--- src/rtl/vend_pkg.sv ---
package vend_pkg;
    localparam int CREDIT_W = 2;

    typedef enum logic [CREDIT_W-1:0] {
        CR_0  = 2'b00,
        CR_5  = 2'b01,
        CR_10 = 2'b10,
        CR_15 = 2'b11
    } credit_t;

    typedef enum logic [1:0] {
        COIN_NONE,
        COIN_NICKEL,
        COIN_DIME,
        COIN_BOTH
    } coin_t;

    typedef struct packed {
        credit_t credit;
        logic    err;
    } ctrl_state_t;
endpackage

--- src/rtl/vend_coin_classify.sv ---
module vend_coin_classify
    import vend_pkg::*;
(
    input  logic  nickel,
    input  logic  dime,
    output coin_t coin
);
    always_comb begin
        unique case ({nickel, dime})
            2'b00:   coin = COIN_NONE;
            2'b10:   coin = COIN_NICKEL;
            2'b01:   coin = COIN_DIME;
            default: coin = COIN_BOTH;
        endcase
    end
endmodule

--- src/rtl/vend_credit_next.sv ---
module vend_credit_next
    import vend_pkg::*;
(
    input  logic    rst,
    input  credit_t cur,
    input  coin_t   coin,
    output credit_t nxt,
    output logic    err_d,
    output logic    reach_full
);
    always_comb begin
        nxt        = cur;
        err_d      = 1'b0;
        reach_full = 1'b0;
        if (rst) begin
            nxt = CR_0;
        end else if (coin == COIN_BOTH) begin
            err_d = 1'b1;
        end else if (cur != CR_15) begin
            unique case (coin)
                COIN_NICKEL: nxt = (cur == CR_0) ? CR_5 : (cur == CR_5) ? CR_10 : CR_15;
                COIN_DIME:   nxt = (cur == CR_0) ? CR_10 : CR_15;
                default:     nxt = cur;
            endcase
            reach_full = (nxt == CR_15);
        end
    end
endmodule

--- src/rtl/vend_release_out.sv ---
module vend_release_out
    import vend_pkg::*;
#(
    parameter bit MEALY_RELEASE = 1'b0
) (
    input  logic    rst,
    input  credit_t cur,
    input  logic    reach_full,
    output logic    release_o
);
    generate
        if (MEALY_RELEASE) begin : g_mealy
            always_comb release_o = !rst && ((cur == CR_15) || reach_full);
        end else begin : g_moore
            always_comb release_o = (cur == CR_15);
        end
    endgenerate
endmodule

--- src/rtl/candy_release_ctrl.sv ---
module candy_release_ctrl
    import vend_pkg::*;
#(
    parameter bit MEALY_RELEASE = 1'b0
) (
    input  logic                clk,
    input  logic                rst,
    input  logic                nickel,
    input  logic                dime,
    output logic                release_o,
    output logic [CREDIT_W-1:0] credit,
    output logic                coin_err
);
    ctrl_state_t st_d, st_q;
    coin_t       coin;
    credit_t     cr_nxt;
    logic        err_nxt;
    logic        reach_full;

    vend_coin_classify u_cls (
        .nickel (nickel),
        .dime   (dime),
        .coin   (coin)
    );

    vend_credit_next u_nxt (
        .rst        (rst),
        .cur        (st_q.credit),
        .coin       (coin),
        .nxt        (cr_nxt),
        .err_d      (err_nxt),
        .reach_full (reach_full)
    );

    vend_release_out #(.MEALY_RELEASE(MEALY_RELEASE)) u_rel (
        .rst        (rst),
        .cur        (st_q.credit),
        .reach_full (reach_full),
        .release_o  (release_o)
    );

    always_comb begin
        st_d.credit = cr_nxt;
        st_d.err    = err_nxt;
    end

    always_ff @(posedge clk) begin
        st_q <= st_d;
    end

    assign credit   = st_q.credit;
    assign coin_err = st_q.err;

    p_reset_clears_r1: assert property (@(posedge clk)
        rst |=> (credit == 2'b00 && !coin_err));

    p_idle_hold_r4: assert property (@(posedge clk) disable iff (rst)
        (!nickel && !dime) |=> $stable(credit));

    p_full_sticky_r5: assert property (@(posedge clk) disable iff (rst)
        (credit == 2'b11) |=> (credit == 2'b11));

    p_both_refused_r6: assert property (@(posedge clk) disable iff (rst)
        (nickel && dime) |=> (coin_err && $stable(credit)));

    p_err_single_r6: assert property (@(posedge clk) disable iff (rst)
        !(nickel && dime) |=> !coin_err);

    p_no_skip_r3: assert property (@(posedge clk) disable iff (rst)
        (credit == 2'b00) |=> (credit != 2'b11));

    generate
        if (MEALY_RELEASE) begin : g_chk_mealy
            p_mealy_early_r8: assert property (@(posedge clk) disable iff (rst)
                (credit == 2'b10 && (nickel ^ dime)) |-> release_o);
        end else begin : g_chk_moore
            p_moore_late_r7: assert property (@(posedge clk) disable iff (rst)
                (credit == 2'b10 && (nickel ^ dime)) |-> !release_o ##1 release_o);
        end
    endgenerate
endmodule

--- config.mk ---
export PLATFORM = sky130hd
export DESIGN_NAME = candy_release_ctrl
export DESIGN_NICKNAME = d
export VERILOG_FILES = /design/src/rtl/vend_pkg.sv /design/src/rtl/vend_coin_classify.sv /design/src/rtl/vend_credit_next.sv /design/src/rtl/vend_release_out.sv /design/src/rtl/candy_release_ctrl.sv
export SDC_FILE = /design/constraint.sdc
export NUM_CORES = 1
export LEC_CHECK = 0
export BUFFER_PORTS_ARGS = -buffer_cell sky130_fd_sc_hd__buf_4
export CORE_AREA = 2 2 39 41
export CTS_CLUSTER_DIAMETER = 200
export DETAILED_ROUTE_END_ITERATION = 10
export DIE_AREA = 0 0 41 43
export GPL_ROUTABILITY_DRIVEN = 0
export PLACE_DENSITY = 0.35
export SYNTH_ARGS = -nofsm -noshare
export SYNTH_HDL_FRONTEND = slang
export SYNTH_SLANG_ARGS = --single-unit
--- constraint.sdc ---
create_clock -name clk -period 1.2 [get_ports clk]
set_input_delay 0.24 -clock clk [delete_from_list [all_inputs] [get_ports clk]]
set_output_delay 0.24 -clock clk [all_outputs]
set_load 0.02 [all_outputs]
==> summary.txt, run 1 <==
Die height: 43 um
Status: completed
Number of enable flip-flop cells after synthesis: 0
Detailed Route WL: 310 um
Net Sw Frac: 26.0%
Combinational share of power: 19.2%
Core area: 1380 um^2
Synthesized instance count: 15
Max-Cap Viols: 0
Fin cells: 42
Max Fanout on Critical Path: 6
CP peak stage delay: 0.33 ns
Internal power: 0.271 mW
Total CTS buffers: 3
Port bufs: 7
Unrepaired setup endpoints after global routing: no
Area Growth Syn to Fin: 65.6%
Synth Area per Inst: 10.2 um^2
Yosys warning total: 0
Post-synth top area cell: dfxtp_1
Cell Pwr Density: 1450 nW/um^2
Die area: 1760 um^2
Diodes inserted: 0
Dpl cells: 38
PnR worst setup slack: 0.0627 ns
Vias in the first global route: 139
Initial antenna violation count: 0
Yosys reg bits: 3
Setup TNS: 0 ns
Min cycle time layout: 1.14 ns
Clock power frac: 48.0%
# DRC: 0
Required @ worst endpoint: 0.96 ns
Number of gates resized after CTS: 0
Most frequent cells after synthesis: dfxtp_1 (3), ha_1 (2), inv_1 (2), nor2b_1 (2)
CTS H-tree lvls: 1
Endpoints failing setup: 0
Critical path's slowest cell: dfxtp_2
CTS tree: built
Largest net degree at the start of global routing: 7
Leak pwr: 0.117 nW
Yosys top cell area share: 39.3%
# hold bufs at CTS: 0
Clock tree buffer depth: 2
Final clock skew: 0.0000191 ns
Final hold vios: 0
Final period util: 94.8%
I/O pin count: 8
GRT Resource Usage Total: 4.81%
Max Slew Vio Count: 0
First-pass GRT wire length: 510 um
DRT Pass-1 Iters: 2
Row count: 14
Worst slew pin tran: 0.346 ns
Root buffer cell: clkbuf_4
Maximum VDD drop: 241 uV
Total grt overflow: 0
Synth area leaders: dfxtp_1 (39%), ha_1 (16%), a2111oi_2 (9.8%), nor2b_1 (8.2%), nor4b_1 (5.7%)
Upper clock frequency limit: 0.879 GHz
Final Cell Area: 253 um^2
Layout cells sized above 1: 50.0%
Critical path type: reg -> out
Netlist cell types: 10
CTS sink count: 3
Routed vias: 153
Syn Nets: 21
Die X-Extent: 41 um
Most used DFF post-synth: dfxtp_1
Clock latency on the worst-skew pair: 0.23 ns
Most common cell in the netlist: dfxtp_1
WP data arrival: 0.90 ns
Cell family with most CP delay: flip-flops
DRT iter0 DRCs: 2
Avg Vias per Cell: 3.64
Total Nets Final: 33
Post-DR wirelength/cell: 7.38 um
Register share of total power: 32.8%
Starting Density: 11.0%
Hold WC Path Type: in -> reg
Fill count: 152
CP endpoint kind: output pin
Area post-placement: 225 um^2
Mapped Area: 153 um^2
Clock Pin Slew Worst Setup and Hold Paths: 0.03 ns
Crit path buf inv count: 1
Worst path cell trace: and2_2 -> buf_4
Slew margin rel.: 76.6%
Sequential share of the synthesized area: 39.3%
Startpoint type of the worst setup path: register
Post-CTS Setup Bufs: 0
Post-route ant nets: 0
Ys async rst share: 0%
Worst slack, placed: -0.0539 ns
Net Sw Power: 0.0954 mW
-- placed cells by master (no fill, tap or decap) --
master,n
buf_4,7
clkbuf_4,3
inv_1,2
nor2b_1,2
ha_1,2
dfxtp_1,2
nor2_1,1
nor4b_1,1
a2111oi_2,1
o21bai_1,1
a21oi_1,1
and2_2,1
clkbuf_1,1
dfxtp_2,1
-- final cells by class --
| class | count | area [um^2] | share of cell area, % |
|---|---|---|---|
| inverter | 2 | 7.51 | 2.97 |
| multi-input combinational | 10 | 85.1 | 33.7 |
| timing repair buffer | 7 | 52.6 | 20.8 |
| tap | 16 | 20.0 | 7.92 |
| sequential | 3 | 61.3 | 24.3 |
| clock buffer | 4 | 26.3 | 10.4 |
-- worst reg2reg max path: stages (launching register included) --
cell and delay (ns):
dfxtp_1 0.33, nor4b_1 0.38, a2111oi_2 0.06
-- metrics by stage --
stage	hold slack, ns	util, %	power (mW)
global route	0.186	18.3	0.393
floorplan	0.309	-	0.160
CTS	0.185	18.2	0.375
detailed placement	0.431	16.3	0.192
finish	0.187	18.3	0.367
global placement	0.429	16.3	0.189
-- final timing paths --
| check | startpoint | end | slack, ns | depth (start not counted) |
|---|---|---|---|---|
| worst min register to register | credit[1] | credit[1] | 0.49 | 2 |
| worst max-delay path | credit[0] | release_o | 0.06 | 2 |
| worst min-delay path | rst | credit[0] | 0.19 | 2 |
| worst max register to register | credit[1] | credit[0] | 0.30 | 2 |
-- registers in the layout, summed over array words and instances (netlist names) --
signal / flops
credit: 2
coin_err: 1
-- power groups by stage --
stage / combinational (mW) / clock [mW] / sequential [mW]
final: 0.0704 / 0.176 / 0.120
after global routing: 0.0771 / 0.195 / 0.121
after CTS: 0.0710 / 0.185 / 0.119
after detailed placement: 0.0709 / 0 / 0.121
after global placement: 0.0692 / 0 / 0.120
after floorplan: 0.0301 / 0 / 0.130
-- kinds of logic (layout without fill, tap and decap cells) --
kind of cell / Yosys count / after routing / share of synthesized area [%]
simple gates: 5 / 5 / 21.3
compound gates: 3 / 3 / 18.0
flops: 3 / 3 / 39.3
fa+ha+maj: 2 / 2 / 16.4
buf+inv: 2 / 13 / 4.92
-- per-layer routing --
layer  GRT usage [%]  vias to the layer above  part of all wire [%]
met5               0                        -                     0
met4            6.00                        0                   2.6
met3            3.14                        2                    18
met2            5.94                       10                    39
met1            4.49                       68                    40
li1                -                       73                     -
Power figures use the tool's default switching activity.
==> run 2: changes to the inputs <==
--- a/config.mk
+++ b/config.mk
@@ -12,6 +12,7 @@
 export DIE_AREA = 0 0 41 43
 export GPL_ROUTABILITY_DRIVEN = 0
 export PLACE_DENSITY = 0.35
+export RECOVER_POWER = 100
 export SYNTH_ARGS = -nofsm -noshare
 export SYNTH_HDL_FRONTEND = slang
 export SYNTH_SLANG_ARGS = --single-unit
==> run 2 against run 1 <==
  * Maximum frequency is essentially flat
  * Power shrank 3.0%
  * Sequential share of layout area grew 1.4 points
  * Critical endpoint unchanged
  * Largest cell class unchanged
==> summary.txt, run 2 (synthesis gave the netlist of run 1 again) <==
Status: completed
First-pass GRT wire length: 510 um
# DRC: 0
Largest net degree at the start of global routing: 7
Reg2reg start: credit[1]
Maximum VDD drop: 224 uV
Fin Hold WS: 0.183 ns
Required @ worst endpoint: 0.96 ns
Die area: 1760 um^2
Final hold vios: 0
Clock latency on the worst-skew pair: 0.23 ns
Max Slew Vio Count: 0
Min cycle time layout: 1.14 ns
Worst slew pin tran: 0.366 ns
Die X-Extent: 41 um
R2R setup slack: 0.23 ns
Startpoint type of the worst setup path: register
Row count: 14
Area Growth Syn to Fin: 56.6%
Diodes inserted: 0
DRT Pass-1 Iters: 2
Final period util: 94.7%
Final clock skew: 0.0000191 ns
Starting Density: 11.0%
Crit path capture: release_o
Upper clock frequency limit: 0.880 GHz
Worst path cell trace: and2_2 -> buf_4
CTS sink count: 3
Hold WC Path Type: in -> reg
Post-route ant nets: 0
Clock Pin Slew Worst Setup and Hold Paths: 0.03 ns
CP peak stage delay: 0.33 ns
Highest-count cells in the layout ignoring fill and taps: clkbuf_4 (4), buf_4 (4), clkbuf_1 (3)
WP data arrival: 0.90 ns
Critical R2R Capture: credit[0]
CP endpoint kind: output pin
Vias in the first global route: 139
CTS tree: built
I/O pin count: 8
R2R cell count: 2
DRT iter0 DRCs: 2
Layout cells sized above 1: 38.5%
Port bufs: 7
Leak pwr: 0.108 nW
Gr busiest metal: met4
Post-DR wirelength/cell: 7.50 um
Total Nets Final: 33
Global-route track usage on met1: 4.49%
Met2 usage: 5.94%
CTS H-tree lvls: 1
Die height: 43 um
Routed vias: 149
Critical path type: reg -> out
Cell Pwr Density: 1490 nW/um^2
Detailed Route WL: 315 um
Clock tree buffer depth: 2
Critical path's slowest cell: dfxtp_2
Total CTS buffers: 3
Worst Setup SP: credit[0]
Total grt overflow: 0
Number of flip-flops in the largest register: 2
Core area: 1380 um^2
GRT Resource Usage Total: 4.81%
Unrepaired setup endpoints after global routing: no
Layout Utilization: 17.3%
Fill count: 156
Initial antenna violation count: 0
Max-Cap Viols: 0
Avg Vias per Cell: 3.55
# hold bufs at CTS: 0
Max Fanout on Critical Path: 6
Endpoints failing setup: 0
Slew margin rel.: 74.9%
M3 GR Usage: 3.14%
Post-CTS Setup Bufs: 0
Root buffer cell: clkbuf_4
## run 2: changes by cell type in the layout (fill, tap and decap cells not counted)
cell and delta:
buf_4 -3, clkbuf_1 +2, clkbuf_4 +1, a2111oi_2 -1
a2111oi_0 +1
## run 2: through the flow
step,instances,TNS (ns),worst slack [ns],power [mW],instance area (um^2)
2_1_floorplan,15,0,0.101,0.160,153
3_3_place_gp,38,-0.0300,-0.0300,0.189,225
3_5_place_dp,38,-0.0539,-0.0539,0.192,225
4_1_cts,42,0,0.0280,0.375,251
5_1_grt,42,0,0.0238,0.383,239
6_report,42,0,0.0631,0.356,239
## run 2: worst min path at each step
| stage | start | to | slack [ns] | cells after the start |
|---|---|---|---|---|
| after floorplan | rst | credit[1] | 0.31 | 1 |
| after global placement | rst | credit[1] | 0.43 | 2 |
| after detailed placement | rst | credit[1] | 0.43 | 2 |
| after CTS | rst | credit[1] | 0.19 | 2 |
| after global routing | rst | coin_err | 0.19 | 2 |
| final | rst | credit[1] | 0.18 | 2 |
## run 2: final cells by class
cell class / instances / area [um^2] / area share [%]
Clock buffer: 4 / 26.3 / 11.0
Tap cell: 16 / 20.0 / 8.38
Multi-Input combinational cell: 10 / 78.8 / 33.0
Sequential cell: 3 / 61.3 / 25.7
Inverter: 2 / 7.51 / 3.14
Timing Repair Buffer: 7 / 45.0 / 18.8
## run 2: repair_timing
item                                    in CTS  in global routing
resized for setup                            0                  1
hold endpoints to repair                     0                  0
endpoints found under the setup margin       0                  1
## run 2: layer usage
layer | part of all wire [%] | vias up
met2 | 39 | 8
met5 | 0 | -
met3 | 16 | 0
met4 | 0 | 0
li1 | - | 74
met1 | 44 | 67
## run 2: worst max-delay path, delay by kind of cell, from the launching register on
| family | cells | cell delay [ns] |
|---|---|---|
| flops | 1 | 0.33 |
| simple gates | 1 | 0.19 |
| buf+inv | 1 | 0.15 |
## run 2: power breakdown
| group | total (mW) | leakage [nW] | switching, mW | internal (mW) |
|---|---|---|---|---|
| logic | 0.0605 | 0.0674 | 0.0311 | 0.0295 |
| registers | 0.120 | 0.0251 | 0.00989 | 0.110 |
| clock network | 0.175 | 0.0150 | 0.0504 | 0.124 |
==> run 3: changes to the inputs <==
--- a/config.mk
+++ b/config.mk
@@ -5,13 +5,13 @@
 export SDC_FILE = /design/constraint.sdc
 export NUM_CORES = 1
 export LEC_CHECK = 0
+export ABC_AREA = 1
 export BUFFER_PORTS_ARGS = -buffer_cell sky130_fd_sc_hd__buf_4
 export CORE_AREA = 2 2 39 41
 export CTS_CLUSTER_DIAMETER = 200
 export DETAILED_ROUTE_END_ITERATION = 10
 export DIE_AREA = 0 0 41 43
 export GPL_ROUTABILITY_DRIVEN = 0
-export PLACE_DENSITY = 0.35
 export RECOVER_POWER = 100
 export SYNTH_ARGS = -nofsm -noshare
 export SYNTH_HDL_FRONTEND = slang
==> run 3 against run 2 <==
  * Synthesized cell count rose by 20%
  * Final cell count grew 7.1%
  * Sequential power is 3% lower
  * Cell area down 5.8%
  * Via count down 8.1%
  * Utilization decreased by 0.99 points
  * Worst setup slack gained 0.056 ns
  * Synthesized area shrank 8.2%
  * Global-route usage decreased by 0.20 points
  * Maximum frequency increased by 5.2%
  * Critical path type unchanged
==> summary.txt, run 3 <==
Status: completed
Total Nets Final: 36
Highest-count cells in the layout ignoring fill and taps: inv_1 (5), clkbuf_1 (4), clkbuf_4 (3), dfxtp_1 (3), buf_4 (3)
Max Fanout on Critical Path: 5
Clock Pin Slew Worst Setup and Hold Paths: 0.04 ns
Max Slew Vio Count: 0
Yosys top cell area share: 42.9%
Worst path cell trace: nand2_1 -> inv_1 -> buf_4
Final period util: 90.1%
Min cycle time layout: 1.08 ns
Ys async rst share: 0%
Post-DR wirelength/cell: 6.20 um
Largest family of logic cells by synthesized area: compound AO/OA/AOI/OAI gates
WP data arrival: 0.84 ns
Starting Density: 10.1%
Compound-Gate Fraction of Synth Area: 17.9%
Final clock skew: 0.0000322 ns
Diodes inserted: 0
First-pass GRT wire length: 476 um
Critical path type: reg -> out
Most used DFF post-synth: dfxtp_1
Crit path buf inv count: 2
Root buffer cell: clkbuf_4
Final hold vios: 0
Hold WC Path Type: in -> reg
Post-CTS Setup Bufs: 0
Mapped Area: 140 um^2
Netlist cell types: 8
Worst slew pin tran: 0.248 ns
Number of flip-flops in the largest register: 2
Yosys warning total: 0
CTS sink count: 3
Routed vias: 137
Sequential share of the synthesized area: 42.9%
DRT Pass-1 Iters: 1
Clock tree buffer depth: 2
Cell family with most CP delay: flip-flops
Upper clock frequency limit: 0.925 GHz
Row count: 14
Critical path's slowest cell: dfxtp_1
Slew margin rel.: 83.5%
Die area: 1760 um^2
Most common cell in the netlist: inv_1
Most frequent cells after synthesis: inv_1 (5), dfxtp_1 (3)
# hold bufs at CTS: 0
Reg2reg start: credit[0]
Die height: 43 um
CP peak stage delay: 0.37 ns
Initial antenna violation count: 0
Layout cells sized above 1: 24.1%
CTS H-tree lvls: 1
Post-Synth Adder-Cell Area: 17.9%
Total grt overflow: 0
CTS tree: built
I/O pin count: 8
Worst Setup SP: credit[0]
Unrepaired setup endpoints after global routing: no
Endpoints failing setup: 0
Max-Cap Viols: 0
Clock latency on the worst-skew pair: 0.23 ns
CP endpoint kind: output pin
Port bufs: 7
DRT iter0 DRCs: 0
# DRC: 0
Die X-Extent: 41 um
Hold_sp: rst
Synth area leaders: dfxtp_1 (43%), ha_1 (18%), inv_1 (13%), a21oi_1 (7.1%), o21ai_0 (7.1%)
Post-route ant nets: 0
Avg Vias per Cell: 3.04
Syn Nets: 24
Post-synth top area cell: dfxtp_1
Commonest non-fill, non-tap cell in the layout: inv_1
Largest net degree at the start of global routing: 6
Yosys reg bits: 3
Setup TNS: 0 ns
Post-Synth Simple-Gate Area: 8.04%
Maximum VDD drop: 173 uV
Synth Area in XOR/XNOR: 0%
Fin Hold WS: 0.179 ns
Synthesized instance count: 18
Core area: 1380 um^2
Total CTS buffers: 3
Vias in the first global route: 149
Detailed Route WL: 279 um
Final Power: 0.346 mW
Startpoint type of the worst setup path: register
GRT Resource Usage Total: 4.61%
Synth Area per Inst: 7.79 um^2
Number of gates resized after CTS: 0
Required @ worst endpoint: 0.96 ns
Area Growth Syn to Fin: 60.7%
Post-synthesis mux area share: 0%
Cell Pwr Density: 1540 nW/um^2
Number of enable flip-flop cells after synthesis: 0
Leak pwr: 0.115 nW
## run 3: path summary, 6_finish.rpt
kind	end	slack [ns]	depth (start not counted)
max	release_o	0.12	3
min	credit[0]	0.18	2
max reg2reg	credit[0]	0.50	3
min reg2reg	credit[1]	0.49	2
## run 3: cell type report
class | count | area, um^2
Multi-Input combinational cell | 10 | 61.3
Fill cell | 168 | 1160
Timing Repair Buffer | 7 | 38.8
Sequential cell | 3 | 60.1
Clock buffer | 4 | 26.3
Inverter | 5 | 18.8
Tap cell | 16 | 20.0
## run 3: per-stage QoR
| stage | util (%) | instances | setup WS, ns | area (um^2) |
|---|---|---|---|---|
| floorplan | - | 18 | 0.275 | 140 |
| global placement | 15.4 | 41 | 0.202 | 213 |
| detailed placement | 15.4 | 41 | 0.186 | 213 |
| CTS | 17.3 | 45 | 0.103 | 239 |
| global route | 16.3 | 45 | 0.0295 | 225 |
| finish | 16.3 | 45 | 0.119 | 225 |
## run 3: kinds of logic (layout without fill, tap and decap cells)
family | after synthesis | after routing
AO/OA/AOI/OAI | 5 | 5
buffers and inverters | 5 | 16
adder cells (fa/ha/maj) | 2 | 2
flip-flops | 3 | 3
AND/OR/NAND/NOR | 3 | 3
## run 3: power by group
group	leakage (nW)	switching, mW	internal [mW]	total (mW)
clock	0.0150	0.0518	0.125	0.176
combinational	0.0750	0.0318	0.0215	0.0533
sequential	0.0248	0.00674	0.109	0.116
## run 3: routing by layer
metal | wire, um | vias to the layer above | global-route usage [%]
met5 | 0 | - | 0
met4 | 15 | 0 | 10.0
met3 | 29 | 2 | 0
met2 | 115 | 8 | 5.31
met1 | 118 | 51 | 4.49
li1 | - | 76 | -
